### src/rtl/sdm_pkg.sv
package sdm_pkg;
  localparam int NSTG    = 5;   // integrator stages, also ring length
  localparam int LVL_W   = 4;   // level code width
  localparam int SLOTS   = 8;   // pulse-width slots
  localparam int MID_LVL = 4;   // level whose feedback is zero
  localparam int MAX_LVL = 8;
  localparam int PH_W    = $clog2(NSTG);
endpackage

### src/rtl/sdm_acc_ring.sv
module sdm_acc_ring
  import sdm_pkg::*;
#(
  parameter int IN_W     = 16,
  parameter int ACC_W    = 22,
  parameter int FB_SH    = 13,
  parameter int CLAMP_SH = 19,
  parameter int RES1_SH  = 6,
  parameter int RES2_SH  = 4
) (
  input  logic                    clk,
  input  logic                    rst,
  input  logic [PH_W-1:0]         phase,
  input  logic signed [IN_W-1:0]  x_in,
  input  logic [LVL_W-1:0]        lvl,
  output logic signed [ACC_W-1:0] acc_new
);
  localparam int SUM_W = ACC_W + 2;
  localparam logic signed [SUM_W-1:0] LIM_HI =
    {{(SUM_W-CLAMP_SH){1'b0}}, {CLAMP_SH{1'b1}}};
  localparam logic signed [SUM_W-1:0] LIM_LO = ~LIM_HI;

  logic signed [ACC_W-1:0] ring [NSTG];
  logic signed [ACC_W-1:0] prev_q;

  logic signed [SUM_W-1:0] cur_e, nxt_e, in_e, fb_e, res_e, sum, sat;
  logic signed [5:0]       lvl_off;

  always_comb begin
    cur_e   = {{(SUM_W-ACC_W){ring[0][ACC_W-1]}}, ring[0]};
    nxt_e   = {{(SUM_W-ACC_W){ring[1][ACC_W-1]}}, ring[1]};
    if (phase == '0)
      in_e = {{(SUM_W-IN_W){x_in[IN_W-1]}}, x_in};
    else
      in_e = {{(SUM_W-ACC_W){prev_q[ACC_W-1]}}, prev_q};
    lvl_off = $signed({2'b00, lvl}) - 6'sd4;
    fb_e    = {{(SUM_W-6){lvl_off[5]}}, lvl_off} <<< FB_SH;
    if (phase == PH_W'(1))
      res_e = nxt_e >>> RES1_SH;
    else if (phase == PH_W'(3))
      res_e = nxt_e >>> RES2_SH;
    else
      res_e = '0;
    sum = cur_e + in_e - fb_e - res_e;
    if (sum > LIM_HI)
      sat = LIM_HI;
    else if (sum < LIM_LO)
      sat = LIM_LO;
    else
      sat = sum;
  end

  assign acc_new = sat[ACC_W-1:0];

  logic sat_unused_bits;
  assign sat_unused_bits = ^sat[SUM_W-1:ACC_W];

  // Ring: every cycle each entry moves one place toward the head,
  // the freshly computed stage enters at the tail.
  for (genvar g = 0; g < NSTG; g++) begin : g_ring
    if (g == NSTG - 1) begin : g_tail
      always_ff @(posedge clk) begin
        if (rst) ring[g] <= '0;
        else     ring[g] <= acc_new;
      end
    end else begin : g_body
      always_ff @(posedge clk) begin
        if (rst) ring[g] <= '0;
        else     ring[g] <= ring[g+1];
      end
    end
  end

  always_ff @(posedge clk) begin
    if (rst) prev_q <= '0;
    else     prev_q <= acc_new;
  end
endmodule

### src/rtl/sdm_xs_dither.sv
module sdm_xs_dither #(
  parameter int          DITH_W = 11,
  parameter logic [63:0] SEED_A = 64'h9E37_79B9_7F4A_7C15,
  parameter logic [63:0] SEED_B = 64'hD1B5_4A32_D192_ED03
) (
  input  logic                     clk,
  input  logic                     rst,
  input  logic                     step,
  output logic signed [DITH_W-1:0] dith
);
  logic [63:0] wa, wb, sum, t;

  assign sum  = wa + wb;
  assign dith = sum[63 -: DITH_W];
  assign t    = wa ^ (wa << 23);

  logic sum_unused_bits;
  assign sum_unused_bits = ^sum[63-DITH_W:0];

  always_ff @(posedge clk) begin
    if (rst) begin
      wa <= SEED_A;
      wb <= SEED_B;
    end else if (step) begin
      wa <= wb;
      wb <= t ^ wb ^ (t >> 18) ^ (wb >> 5);
    end
  end
endmodule

### src/rtl/sdm_quant.sv
module sdm_quant
  import sdm_pkg::*;
#(
  parameter int ACC_W  = 22,
  parameter int DITH_W = 11,
  parameter int FB_SH  = 13
) (
  input  logic                     clk,
  input  logic                     rst,
  input  logic                     fire,
  input  logic signed [ACC_W-1:0]  acc,
  input  logic signed [DITH_W-1:0] dith,
  output logic [LVL_W-1:0]         level,
  output logic [SLOTS-1:0]         pattern,
  output logic                     valid
);
  localparam int V_W = ACC_W + 2;
  localparam logic signed [V_W-1:0] HALF = V_W'(1) << (FB_SH - 1);

  logic signed [V_W-1:0] v, r, q;
  logic [LVL_W-1:0]      lvl_n;
  logic [SLOTS-1:0]      pat_n;

  always_comb begin
    v = {{(V_W-ACC_W){acc[ACC_W-1]}}, acc}
      + {{(V_W-DITH_W){dith[DITH_W-1]}}, dith};
    r = (v + HALF) >>> FB_SH;
    q = r + V_W'(MID_LVL);
    if (q < 0)
      lvl_n = '0;
    else if (q > V_W'(MAX_LVL))
      lvl_n = LVL_W'(MAX_LVL);
    else
      lvl_n = q[LVL_W-1:0];
  end

  for (genvar i = 0; i < SLOTS; i++) begin : g_slot
    assign pat_n[i] = (lvl_n > LVL_W'(i));
  end

  always_ff @(posedge clk) begin
    if (rst) begin
      level   <= LVL_W'(MID_LVL);
      pattern <= SLOTS'((1 << MID_LVL) - 1);
      valid   <= 1'b0;
    end else begin
      valid <= fire;
      if (fire) begin
        level   <= lvl_n;
        pattern <= pat_n;
      end
    end
  end
endmodule

### src/rtl/sdm_serial_shaper.sv
module sdm_serial_shaper
  import sdm_pkg::*;
#(
  parameter int          IN_W     = 16,
  parameter int          ACC_W    = 22,
  parameter int          FB_SH    = 13,
  parameter int          CLAMP_SH = 19,
  parameter int          RES1_SH  = 6,
  parameter int          RES2_SH  = 4,
  parameter int          DITH_W   = 11,
  parameter logic [63:0] SEED_A   = 64'h9E37_79B9_7F4A_7C15,
  parameter logic [63:0] SEED_B   = 64'hD1B5_4A32_D192_ED03
) (
  input  logic                   clk,
  input  logic                   rst,
  input  logic signed [IN_W-1:0] in_sample,
  output logic                   in_take,
  output logic                   out_valid,
  output logic [LVL_W-1:0]       out_level,
  output logic [SLOTS-1:0]       out_pattern
);
  localparam logic [PH_W-1:0] LAST_PH = PH_W'(NSTG - 1);

  // Two-flop reset synchronizer, power-up value asserted.
  logic rst_meta = 1'b1;
  logic rst_s    = 1'b1;
  always_ff @(posedge clk) begin
    rst_meta <= rst;
    rst_s    <= rst_meta;
  end

  logic [PH_W-1:0] phase;
  logic            fire;

  always_ff @(posedge clk) begin
    if (rst_s)                phase <= '0;
    else if (phase == LAST_PH) phase <= '0;
    else                      phase <= phase + PH_W'(1);
  end

  assign fire    = !rst_s && (phase == LAST_PH);
  assign in_take = !rst_s && (phase == '0);

  logic signed [ACC_W-1:0]  acc_new;
  logic signed [DITH_W-1:0] dith;

  sdm_acc_ring #(
    .IN_W(IN_W), .ACC_W(ACC_W), .FB_SH(FB_SH), .CLAMP_SH(CLAMP_SH),
    .RES1_SH(RES1_SH), .RES2_SH(RES2_SH)
  ) u_ring (
    .clk(clk), .rst(rst_s), .phase(phase), .x_in(in_sample),
    .lvl(out_level), .acc_new(acc_new)
  );

  sdm_xs_dither #(.DITH_W(DITH_W), .SEED_A(SEED_A), .SEED_B(SEED_B)) u_dith (
    .clk(clk), .rst(rst_s), .step(fire), .dith(dith)
  );

  sdm_quant #(.ACC_W(ACC_W), .DITH_W(DITH_W), .FB_SH(FB_SH)) u_quant (
    .clk(clk), .rst(rst_s), .fire(fire), .acc(acc_new), .dith(dith),
    .level(out_level), .pattern(out_pattern), .valid(out_valid)
  );
endmodule

### config.mk
export PLATFORM = sky130hd
export DESIGN_NAME = sdm_serial_shaper
export DESIGN_NICKNAME = d
export VERILOG_FILES = /design/src/rtl/sdm_pkg.sv /design/src/rtl/sdm_acc_ring.sv /design/src/rtl/sdm_xs_dither.sv /design/src/rtl/sdm_quant.sv /design/src/rtl/sdm_serial_shaper.sv
export SDC_FILE = /design/constraint.sdc
export NUM_CORES = 1
export LEC_CHECK = 0
export BUFFER_PORTS_ARGS = -buffer_cell sky130_fd_sc_hd__clkbuf_2
export CAP_MARGIN = 20
export CORE_ASPECT_RATIO = 0.8
export CORE_UTILIZATION = 60
export DETAILED_ROUTE_END_ITERATION = 10
export GPL_TIMING_DRIVEN = 0
export PLACE_DENSITY = 0.77
export SYNTH_ARGS = -nofsm -noshare
export SYNTH_HDL_FRONTEND = slang
export SYNTH_SLANG_ARGS = --single-unit
### constraint.sdc
create_clock -name clk -period 10.3 [get_ports clk]
set_input_delay 1.545 -clock clk [delete_from_list [all_inputs] [get_ports clk]]
set_output_delay 1.545 -clock clk [all_outputs]
set_load 0.02 [all_outputs]
Yosys cells after proc, flatten, opt, wreduce, memory -nomap -nowiden
Memories as Yosys holds them, arrays and structs flattened.
Index checks and enable logic that the tools add are counted.
W data, S select, Z words.
{ "totals": {"regBits": 168, "ram_bits": 110, "out_inout_bits": 14, "word_cells": 63, "mem_count": 1} }
{ "op_classes": {"n_addsub": 9, "order_cmp": 12, "n_eq_ne": 3, "n_mux": 15, "n_bitwise": 9, "n_reduce_logical": 5} }
{ "memory_table": {"columns": ["name", "depth", "word_bits", "rd", "rd_ports_with_merged_regs", "wr", "line", "source"], "rows": [
  ["u_ring.ring", 5, 22, 5, 0, 5, "sdm_acc_ring.sv:23", "logic signed [ACC_W-1:0] ring [NSTG];"]
]} }
{ "op_table": {"columns": ["operator", "n"], "rows": [
  ["$mux W22", 7],
  ["$xor A64 B64 Y64", 2],
  ["$mux W24", 3],
  ["$add A64 B64 Y64", 1],
  ["$xor A64 B46 Y64", 1],
  ["$xor A64 B59 Y64", 1],
  ["$add A22 B24 Y24", 1],
  ["$add A23 B14 Y24 const B", 1],
  ["$gt A24 B20 Y1 const B", 1],
  ["$lt A24 B20 Y1 const B", 1],
  ["$sub A24 B18 Y24", 1],
  ["$sub A24 B24 Y24", 1],
  ["$add A22 B11 Y23", 1],
  ["$gt A4 B3 Y1 const B", 4],
  ["$add A11 B4 Y12 const B", 1],
  ["$gt A12 B5 Y1 const B", 1],
  ["$lt A12 B1 Y1 const B", 1],
  ["$gt A4 B1 Y1 const B", 2],
  ["$gt A4 B2 Y1 const B", 2],
  ["$mux W4", 2],
  ["$or A1 B1 Y1", 5],
  ["$sub A4 B3 Y5 const B", 1],
  ["$add A3 B1 Y3 const B", 1],
  ["$eq A3 B1 Y1 const B", 1],
  ["7 further kinds", 10]
]} }

Logic depth before layout (Yosys ltp)
Gate-level depths: netlist of the first run.
{ "depth": {"ltp_word": 15, "mapped_depth": 45, "ltp_nobuf": 42} }

Modules after synthesis
From an unflattened synthesis of the first run, not the netlist that was laid out.
{ "unflattened": {"cells_unflattened": 1907, "area_unflattened_um2": 16769.8} }
{ "by_module_without_submodules": {"columns": ["mod", "n_inst", "cells_each", "area_per_inst_um2", "seq_area_each_um2"], "rows": [
  ["sdm_xs_dither", 1, 1009, 8579.5, 2562.5],
  ["sdm_acc_ring", 1, 639, 6067.1, 2202.1],
  ["sdm_quant", 1, 242, 1936.9, 240.2],
  ["sdm_serial_shaper", 1, 17, 186.4, 100.1]
]} }

Worst setup path before layout of the first run
No wires, ideal clock.
{ "synth_timing": {"path_kind": "input to register", "startpoint": "input port in_sample[0]", "endpoint": "register u_quant.pattern[6]", "arrival_time_ns": 9.457, "required_ns": 10.226, "setup_slack_ns": 0.768, "path_stages": 39, "n_path_buf": 2, "cell_sequence": "mux2i_1 > ha_1 > inv_1 > fa_1 > nand2_1 > mux2i_4 > inv_1 > fa_1 > nand2b_1 > a21oi_1 > o21ai_0 > a31o_2 > a31o_2 > xor2_1 > nor4b_1 > nand2b_1 > clkbuf_1 > clkbuf_1 > (+3 left out) > a21o_1 > a21o_1 > a211oi_1 > o31ai_1 > a21oi_1 > xnor2_1 > nor4_1 > nor3_1 > inv_1 > ha_1 > and4_1 > o21ai_1 > o311ai_1 > nor2b_1 > o32a_4 > or4_1 > or3_1 > a31oi_1"} }
{ "synth_via": {"elab_chain_cells": 14, "word_cells_on_any_way": 16} }
{ "synth_lines": {"columns": ["element", "line", "source"], "rows": [
  ["start: declaration", "sdm_serial_shaper.sv:16", "input logic signed [IN_W-1:0] in_sample,"],
  ["$mux W24 (*)", "sdm_acc_ring.sv:32", "if (phase == '0)"],
  ["$add A22 B24 Y24 (*)", "sdm_acc_ring.sv:44", "sum = cur_e + in_e - fb_e - res_e;"],
  ["$sub A24 B18 Y24 (*)", "sdm_acc_ring.sv:44", null],
  ["$sub A24 B24 Y24 (*)", "sdm_acc_ring.sv:44", null],
  ["$lt A24 B20 Y1", "sdm_acc_ring.sv:47", "else if (sum < LIM_LO)"],
  ["$mux W22", "sdm_acc_ring.sv:47", null],
  ["$mux W22 (*)", "sdm_acc_ring.sv:45", "if (sum > LIM_HI)"],
  ["net acc_new[9]", "sdm_serial_shaper.sv:44", "logic signed [ACC_W-1:0] acc_new;"],
  ["$add A22 B11 Y23 (*)", "sdm_quant.sv:26", "+ {{(V_W-DITH_W){dith[DITH_W-1]}}, dith};"],
  ["$add A23 B14 Y24 (*)", "sdm_quant.sv:27", "r = (v + HALF) >>> FB_SH;"],
  ["$add A11 B4 Y12 (*)", "sdm_quant.sv:28", "q = r + V_W'(MID_LVL);"],
  ["$gt A12 B5 Y1", "sdm_quant.sv:31", "else if (q > V_W'(MAX_LVL))"],
  ["$mux W4", "sdm_quant.sv:31", null],
  ["$mux W4 (*)", "sdm_quant.sv:29", "if (q < 0)"],
  ["$gt A4 B3 Y1 (*)", "sdm_quant.sv:38", "assign pat_n[i] = (lvl_n > LVL_W'(i));"],
  ["end signal: assignment", "sdm_quant.sv:44", "pattern <= SLOTS'((1 << MID_LVL) - 1);"],
  ["end signal: assignment", "sdm_quant.sv:50", "pattern <= pat_n;"],
  ["end: declaration", "sdm_quant.sv:14", "output logic [SLOTS-1:0] pattern,"]
]} }
Mark *: on every way through the listed nets, which the timed path passes. The rest lies on a longest branch.
A chain may end at the register's enable or synchronous reset.

Worst setup path after layout of the first run
{ "layout_timing": {"startpoint": "register phase[0]", "endpoint": "register u_quant.pattern[6]"} }
{ "layout_via": {"elab_chain_cells": 15, "word_cells_on_any_way": 23} }
{ "layout_lines": {"columns": ["element", "line", "source"], "rows": [
  ["start: declaration", "sdm_serial_shaper.sv:32", "logic [PH_W-1:0] phase;"],
  ["start signal: assignment", "sdm_serial_shaper.sv:38", "else phase <= phase + PH_W'(1);"],
  ["$logic_not A3 Y1", "sdm_acc_ring.sv:32", null],
  ["$mux W24", "sdm_acc_ring.sv:32", null],
  ["$add A22 B24 Y24", "sdm_acc_ring.sv:44", null],
  ["$sub A24 B18 Y24", "sdm_acc_ring.sv:44", null],
  ["$sub A24 B24 Y24 (*)", "sdm_acc_ring.sv:44", null],
  ["$lt A24 B20 Y1", "sdm_acc_ring.sv:47", null],
  ["$mux W22", "sdm_acc_ring.sv:47", null],
  ["$mux W22 (*)", "sdm_acc_ring.sv:45", null],
  ["net acc_new[10]", "sdm_serial_shaper.sv:44", null],
  ["$add A22 B11 Y23 (*)", "sdm_quant.sv:26", null],
  ["$add A23 B14 Y24 (*)", "sdm_quant.sv:27", null],
  ["$add A11 B4 Y12 (*)", "sdm_quant.sv:28", null],
  ["$gt A12 B5 Y1", "sdm_quant.sv:31", null],
  ["$mux W4", "sdm_quant.sv:31", null],
  ["$mux W4 (*)", "sdm_quant.sv:29", null],
  ["$gt A4 B3 Y1 (*)", "sdm_quant.sv:38", null]
]} }
Marked as above.

==> results.json, run 1 <==
{
  "drt-initial-drc-count": 1472,
  "ys_dominant_reg_cell": "sky130_fd_sc_hd__dfxtp_1",
  "worst_hold_slack_across_all_endpoints_ns": 0.327,
  "final.min_clock_period_ns": 9.88,
  "report.final.setup_viol": 0,
  "critical-path-max-stage-delay_ns": 0.54,
  "postSynth.asyncResetShare_pct": 0,
  "largest_net_degree_at_the_start_of_global_routing": 15,
  "cts_max_path_buffers": 3,
  "synth-edff-count": 0,
  "slew-limit-headroom_pct": 39.3,
  "cap_violations": 0,
  "crit_path_start_kind": "flop",
  "cpMaxStageDelayCell": "sky130_fd_sc_hd__fa_1",
  "cts_num_sinks": 256,
  "pre_cts_ws_ns": -1.18,
  "layout-area-overhead-vs-synth_pct": 10.3,
  "cp.buffers_inverters": 5,
  "track_usage_pct": 34.8,
  "cp_top_family": "compound AO/OA/AOI/OAI gates",
  "fin_ws_ns": 0.421,
  "floorplan.initialDensity_pct": 61.1,
  "tightest_slew_ns": 0.911,
  "critical_path_data_required_time_ns": 10.76,
  "layoutNonFillerInstCount": 2324,
  "worst-r2r-setup-slack_ns": 0.42,
  "hpwlAfterDp_um": 36900,
  "route.vias.total": 14100,
  "post_route_cells_drive_above_1_share_pct": 7.42,
  "initial_antenna_violation_count": 0,
  "post_cts_hold_buffer_count": 0,
  "run_status": "completed",
  "routabilityCongestion": 1.01,
  "mappedNetlistArea_um2": 16000,
  "cts_inserted_buffers": 27,
  "synthesis.instances": 1888,
  "end_kind": "flop",
  "fmax_mhz": 101,
  "worstHoldPathType": "reg -> reg",
  "clkLatencyLatePin_ns": 0.55,
  "global_route.overflow_total": 0,
  "fp.coreArea_um2": 26300,
  "synth.avg_cell_area_um2": 8.49,
  "total_nets_after_synthesis": 2085,
  "routed_via_density": 6.08,
  "first_global_vias": 13100,
  "chipWidth_um": 185,
  "final.period_utilization_pct": 95.9,
  "antenna_left": 0,
  "tritoncts": "yes",
  "port-buffer-count": 31,
  "synth-seq-area-share_pct": 32.0,
  "avgRoutedWirePerCell_um": 20.6,
  "drt_wl_total_um": 47900,
  "clock_skew_ns": 0.0234,
  "dieArea_um2": 27400,
  "critical_path_arrival_ns": 10.34,
  "final-max-slew-violation-count": 0,
  "ys_types": 78,
  "clock_h_tree_levels": 1,
  "row_count": 53,
  "antennaDiodeCount": 0,
  "placedCellCount": 2276,
  "clk_pin_slew_ns": 0.06,
  "hold_vio_cnt_final": 0,
  "drt_pre_antenna_iters": 5,
  "critPathKind": "reg -> reg",
  "detail_route.drc_violations": 0,
  "worst-path-max-fanout": 10,
  "grt_pass1_wl_um": 73100,
  "ys_ff_latch": 256,
  "chipHeight_um": 148,
  "num-nets-final": 2145,
  "io_pins": 32,
  "ys_warn_count": 0,
  "crit_path_frequent_cell": "sky130_fd_sc_hd__ha_1",
  "root_buffer": "sky130_fd_sc_hd__clkbuf_16"
}
==> cells by family after synthesis <==
kind of cell	share of synthesized area, %
simple gates	21.3
buf+inv	4.33
fa+ha+maj	15.5
flops	32.0
xor+xnor	10.2
mux	0.890
compound gates	15.8
==> routing by layer <==
layer / share of wire, % / GRT usage, %
met5: 0 / 0
met4: 2.5 / 9.34
met3: 11 / 8.40
met2: 40 / 48.9
met1: 46 / 52.5
==> layout make-up <==
cell class / instances / area (µm²)
Multi-Input combinational cell: 1450 / 10300
Fill cell: 2259 / 8570
Tap cell: 357 / 447
Clock inverter: 11 / 161
Buffer: 78 / 315
Sequential cell: 256 / 5120
Inverter: 100 / 375
Clock buffer: 37 / 743
Timing Repair Buffer: 35 / 185
==> worst paths after layout <==
kind | endpoint | start | depth (start not counted)
setup / recovery | u_quant.pattern[6]$_SDFFE_PP0P_ | phase[0]$_SDFF_PP0_ | 42
hold / removal | rst_s$_DFF_P_ | rst_meta$_DFF_P_ | 0
setup reg to reg | u_quant.pattern[6]$_SDFFE_PP0P_ | phase[0]$_SDFF_PP0_ | 42
hold reg to reg | rst_s$_DFF_P_ | rst_meta$_DFF_P_ | 0
==> cell usage after synthesis, types with 15 or more instances <==
cell type	instances	area [µm²]
sky130_fd_sc_hd__o21ai_0	90	450
sky130_fd_sc_hd__nor3_1	42	210
sky130_fd_sc_hd__a21o_1	41	308
sky130_fd_sc_hd__nor2b_1	99	619
sky130_fd_sc_hd__a211oi_1	19	143
sky130_fd_sc_hd__nand3_1	27	135
sky130_fd_sc_hd__ha_1	147	1840
sky130_fd_sc_hd__clkbuf_1	78	293
sky130_fd_sc_hd__nand2_1	277	1040
sky130_fd_sc_hd__a21oi_1	137	686
sky130_fd_sc_hd__nor2_1	76	285
sky130_fd_sc_hd__nand4_1	16	100
sky130_fd_sc_hd__o21a_1	15	113
sky130_fd_sc_hd__xnor2_1	150	1310
sky130_fd_sc_hd__or3_1	20	125
sky130_fd_sc_hd__or3b_2	21	184
sky130_fd_sc_hd__xor2_1	37	324
sky130_fd_sc_hd__inv_1	98	368
sky130_fd_sc_hd__nand3b_1	39	293
sky130_fd_sc_hd__fa_1	32	641
sky130_fd_sc_hd__dfxtp_1	256	5120
==> stage by stage <==
stage | cell area (µm²) | util (%) | TNS, ns
after detailed placement | 16600 | 63.4 | -11.71
after CTS | 17600 | 67.0 | 0
after global placement | 16600 | 63.4 | -8.96
after global routing | 17700 | 67.4 | -0.0245
final | 17700 | 67.4 | 0
after floorplan | 16000 | - | 0
==> cells in the final DEF, fill, tap and decap left out, types with 5 or more instances in the layout <==
master and n:
sky130_fd_sc_hd__a21oi_1 135, sky130_fd_sc_hd__o21bai_1 5, sky130_fd_sc_hd__and3_1 8, sky130_fd_sc_hd__nand4_1 16, sky130_fd_sc_hd__o21ai_0 89, sky130_fd_sc_hd__ha_1 146
sky130_fd_sc_hd__buf_4 5, sky130_fd_sc_hd__nand2b_1 12, sky130_fd_sc_hd__nor3_1 41, sky130_fd_sc_hd__o211ai_1 11, sky130_fd_sc_hd__clkbuf_16 27, sky130_fd_sc_hd__xnor2_1 149
sky130_fd_sc_hd__or4_1 8, sky130_fd_sc_hd__a211o_1 13, sky130_fd_sc_hd__mux2i_1 12, sky130_fd_sc_hd__clkbuf_2 36, sky130_fd_sc_hd__or2_2 5, sky130_fd_sc_hd__or3_1 20
sky130_fd_sc_hd__or3b_2 21, sky130_fd_sc_hd__a21o_1 41, sky130_fd_sc_hd__dfxtp_1 256, sky130_fd_sc_hd__nor2b_1 98, sky130_fd_sc_hd__clkbuf_1 75, sky130_fd_sc_hd__a2111oi_0 5
sky130_fd_sc_hd__inv_1 98, sky130_fd_sc_hd__a31oi_1 13, sky130_fd_sc_hd__nand3b_1 39, sky130_fd_sc_hd__nand2_1 277, sky130_fd_sc_hd__a211oi_1 18, sky130_fd_sc_hd__clkinv_2 5
sky130_fd_sc_hd__fa_1 32, sky130_fd_sc_hd__nand3_1 27, sky130_fd_sc_hd__nor2_1 75, sky130_fd_sc_hd__xor2_1 35, sky130_fd_sc_hd__o21a_1 15
==> what timing repair did <==
item,4_1_cts,5_1_grt
setup endpoints to repair,12,12
resized for setup,13,20
setup buffers,1,3
pin swaps,0,3
==> state kept, by name, summed over array words and instances, names as in the netlist <==
register and flops:
u_ring.ring 88, u_dith.wb 64, rst_s 1, u_quant.valid 1, rst_meta 1, u_quant.pattern 8
u_ring.prev_q 22, u_dith.wa 64, u_quant.level 4, phase 3
Power of run 1 is not shown: default switching activity piles up to over one toggle a cycle in this logic, so the estimate is an artifact.
==> run 2, diff against run 1 <==
SYNTH_HIERARCHICAL = 1   (was default)
==> results.json, run 2 <==
{
  "run_status": "completed",
  "cts_post_setup_buffers_inserted": 0,
  "clk_pin_slew_ns": 0.06,
  "floorplan.initialDensity_pct": 61.3,
  "first_global_vias": 13400,
  "routabilityCongestion": 0.999,
  "crit_path_frequent_cell": "sky130_fd_sc_hd__ha_1",
  "cpMaxStageDelayCell": "sky130_fd_sc_hd__buf_1",
  "drt_pre_antenna_iters": 5,
  "ys_ff_latch": 255,
  "worstHoldPathType": "reg -> reg",
  "antenna_left": 0,
  "tritoncts": "yes",
  "total_nets_after_synthesis": 2102,
  "layout_common_cells": "255 x sky130_fd_sc_hd__dfxtp_1, 145 x sky130_fd_sc_hd__ha_1, 139 x sky130_fd_sc_hd__nor2_1, 134 x sky130_fd_sc_hd__a21oi_1, 124 x sky130_fd_sc_hd__xnor2_1",
  "power.ir.vdd_worst_v": 0.000431,
  "ys_warn_count": 6,
  "top_registers": "u_ring/ring x88, u_dith/wa x64, u_dith/wb x64",
  "critical-path-max-stage-delay_ns": 0.66,
  "end_kind": "flop",
  "routed_via_density": 6.13,
  "mappedNetlistArea_um2": 16800,
  "gr_peak_layer": "met1",
  "synth_area_leader_cell": "sky130_fd_sc_hd__dfxtp_1",
  "final-max-slew-violation-count": 0,
  "chipWidth_um": 189,
  "post_cts_hold_buffer_count": 0,
  "num-nets-final": 2161,
  "clock_skew_ns": 0.0272,
  "chipHeight_um": 152,
  "final_core_utilization_pct": 66.7,
  "cts_inserted_buffers": 26,
  "leakagePower_uw": 0.00762,
  "fin_total_pwr_uw": 5770,
  "fillers": 2272,
  "final.period_utilization_pct": 91.2,
  "final_design_area_no_fill_um2": 18300,
  "cts_num_sinks": 255,
  "drt-initial-drc-count": 1706,
  "hold_vio_cnt_final": 0,
  "largest_net_degree_at_the_start_of_global_routing": 15,
  "avgRoutedWirePerCell_um": 21.0,
  "track_usage_pct": 34.3,
  "synth.avg_cell_area_um2": 8.79,
  "placed_area_um2": 17400,
  "critical_path_data_required_time_ns": 10.71,
  "layout-area-overhead-vs-synth_pct": 8.83,
  "ys_types": 85,
  "final.min_clock_period_ns": 9.40,
  "fp.coreArea_um2": 27400,
  "critical_path_arrival_ns": 9.81,
  "drt_wl_total_um": 49300,
  "grt_pass1_wl_um": 75400,
  "postSynth.asyncResetShare_pct": 0,
  "post_route_cells_drive_above_1_share_pct": 6.60,
  "synth.most_common_cell": "sky130_fd_sc_hd__dfxtp_1",
  "tns_setup_ns": 0,
  "fraction_of_post_synthesis_cell_area_in_the_top_cell_type_by_area_pct": 30.4,
  "crit_path_start_kind": "flop",
  "rsz0062_at_grt": "false",
  "mostFrequentLayoutCell": "sky130_fd_sc_hd__dfxtp_1",
  "root_buffer": "sky130_fd_sc_hd__clkbuf_16",
  "slew-limit-headroom_pct": 32.6,
  "grt_use_met3_pct": 10.4,
  "report.final.setup_viol": 0,
  "detail_route.drc_violations": 0,
  "ys_dominant_reg_cell": "sky130_fd_sc_hd__dfxtp_1",
  "dieArea_um2": 28600,
  "global_route.usage.met2_pct": 47.7,
  "worst-path-max-fanout": 10,
  "io_pins": 32,
  "route.vias.total": 14400,
  "clkLatencyLatePin_ns": 0.55,
  "cellPowerDensity_nw_per_um2": 316,
  "yosys-top-cells-count": "255 x sky130_fd_sc_hd__dfxtp_1, 145 x sky130_fd_sc_hd__ha_1, 139 x sky130_fd_sc_hd__nor2_1",
  "netlist_top_cells_area": "sky130_fd_sc_hd__dfxtp_1 30%, sky130_fd_sc_hd__ha_1 11%, sky130_fd_sc_hd__xnor2_1 6.5%",
  "met1_usage_in_global_routing_pct": 50.6,
  "regMostFlops": "u_ring/ring",
  "synthesis.instances": 1907,
  "cap_violations": 0,
  "row_count": 54,
  "hpwlAfterDp_um": 38500,
  "cts.repair.resized": 0,
  "global_route.overflow_total": 0,
  "largest_register_ffs": 88,
  "synth-edff-count": 0,
  "critPathKind": "reg -> reg",
  "synth-seq-area-share_pct": 30.4,
  "clock_h_tree_levels": 1,
  "initial_antenna_violation_count": 0,
  "fmax_mhz": 106,
  "tightest_slew_ns": 1.00,
  "port-buffer-count": 31,
  "cts_max_path_buffers": 3
}
## run 2: changes by cell type in the layout (fill, tap and decap cells not counted), moves of 25 or more
cell and change:
sky130_fd_sc_hd__xnor2_1 -25, sky130_fd_sc_hd__o21bai_1 +34, sky130_fd_sc_hd__nor2_1 +64, sky130_fd_sc_hd__and2_1 +30
sky130_fd_sc_hd__mux2i_1 +44, sky130_fd_sc_hd__a211o_1 +31, sky130_fd_sc_hd__nand2_1 -181, sky130_fd_sc_hd__nand3b_1 -38
sky130_fd_sc_hd__xor2_1 +51
## run 2: cell type report
class | count | area (µm²) | share of cell area [%]
antenna | 1 | 2.50 | 0.0137
inverter | 121 | 454 | 2.49
clock inverter | 13 | 160 | 0.878
tap | 364 | 455 | 2.50
sequential | 255 | 5100 | 28.0
timing repair buffer | 31 | 155 | 0.850
clock buffer | 33 | 707 | 3.87
buffer | 70 | 289 | 1.58
multi-input combinational | 1461 | 10900 | 59.8
## run 2: worst max-delay path, delay by kind of cell, from the launching register on
kind            cells  cell delay [ns]
simple gates        8             1.45
mux                 1             0.18
fa+ha+maj           6             2.18
compound gates     12             2.87
xor+xnor            2             0.59
buf+inv             6             1.59
flops               1             0.38
## run 2: final timing paths
| path | start | to | slack (ns) | cells after the start |
|---|---|---|---|---|
| worst max-delay path | phase[1]$_SDFF_PP0_ | u_quant/pattern[2]$_SDFFE_PP1P_ | 0.90 | 35 |
| worst min-delay path | rst_meta$_DFF_P_ | rst_s$_DFF_P_ | 0.33 | 0 |
| worst max register to register | phase[1]$_SDFF_PP0_ | u_quant/pattern[2]$_SDFFE_PP1P_ | 0.90 | 35 |
| worst min register to register | rst_meta$_DFF_P_ | rst_s$_DFF_P_ | 0.33 | 0 |
## run 2: kinds of logic (layout without fill, tap and decap cells)
family | after synthesis | count (layout) | share of synthesized area [%]
and+or+nand+nor | 529 | 529 | 16.3
AOI/OAI and AO/OA | 483 | 483 | 19.3
DFF | 255 | 255 | 30.4
xor gates and xnor gates | 211 | 211 | 11.1
buffers and inverters | 191 | 268 | 4.43
adders and majority gates | 177 | 177 | 14.6
muxes | 61 | 61 | 3.68
other | 0 | 1 | 0
## run 2: routing by layer
metal  share of wire, %  vias to the layer above
li1                   -                     6813
met5                  0                        -
met3                 11                       89
met2                 39                      646
met4                2.7                        0
met1                 47                     6860
## run 2: where the power goes
group | switching, µW | internal [µW] | leakage, µW | total (µW)
combinational | 2320 | 1330 | 0.00512 | 3660
clock | 402 | 562 | 0.000424 | 964
sequential | 61.3 | 1090 | 0.00207 | 1150
## run 2: through the flow
stage	hold WS, ns	worst slack, ns	instances
after global routing	0.355	0.400	2348
final	0.332	0.902	2349
after floorplan	0.310	2.09	1907
after detailed placement	0.316	1.05	2302
after global placement	0.314	1.18	2302
after CTS	0.333	1.09	2348
(Power assumes the default switching activity.)
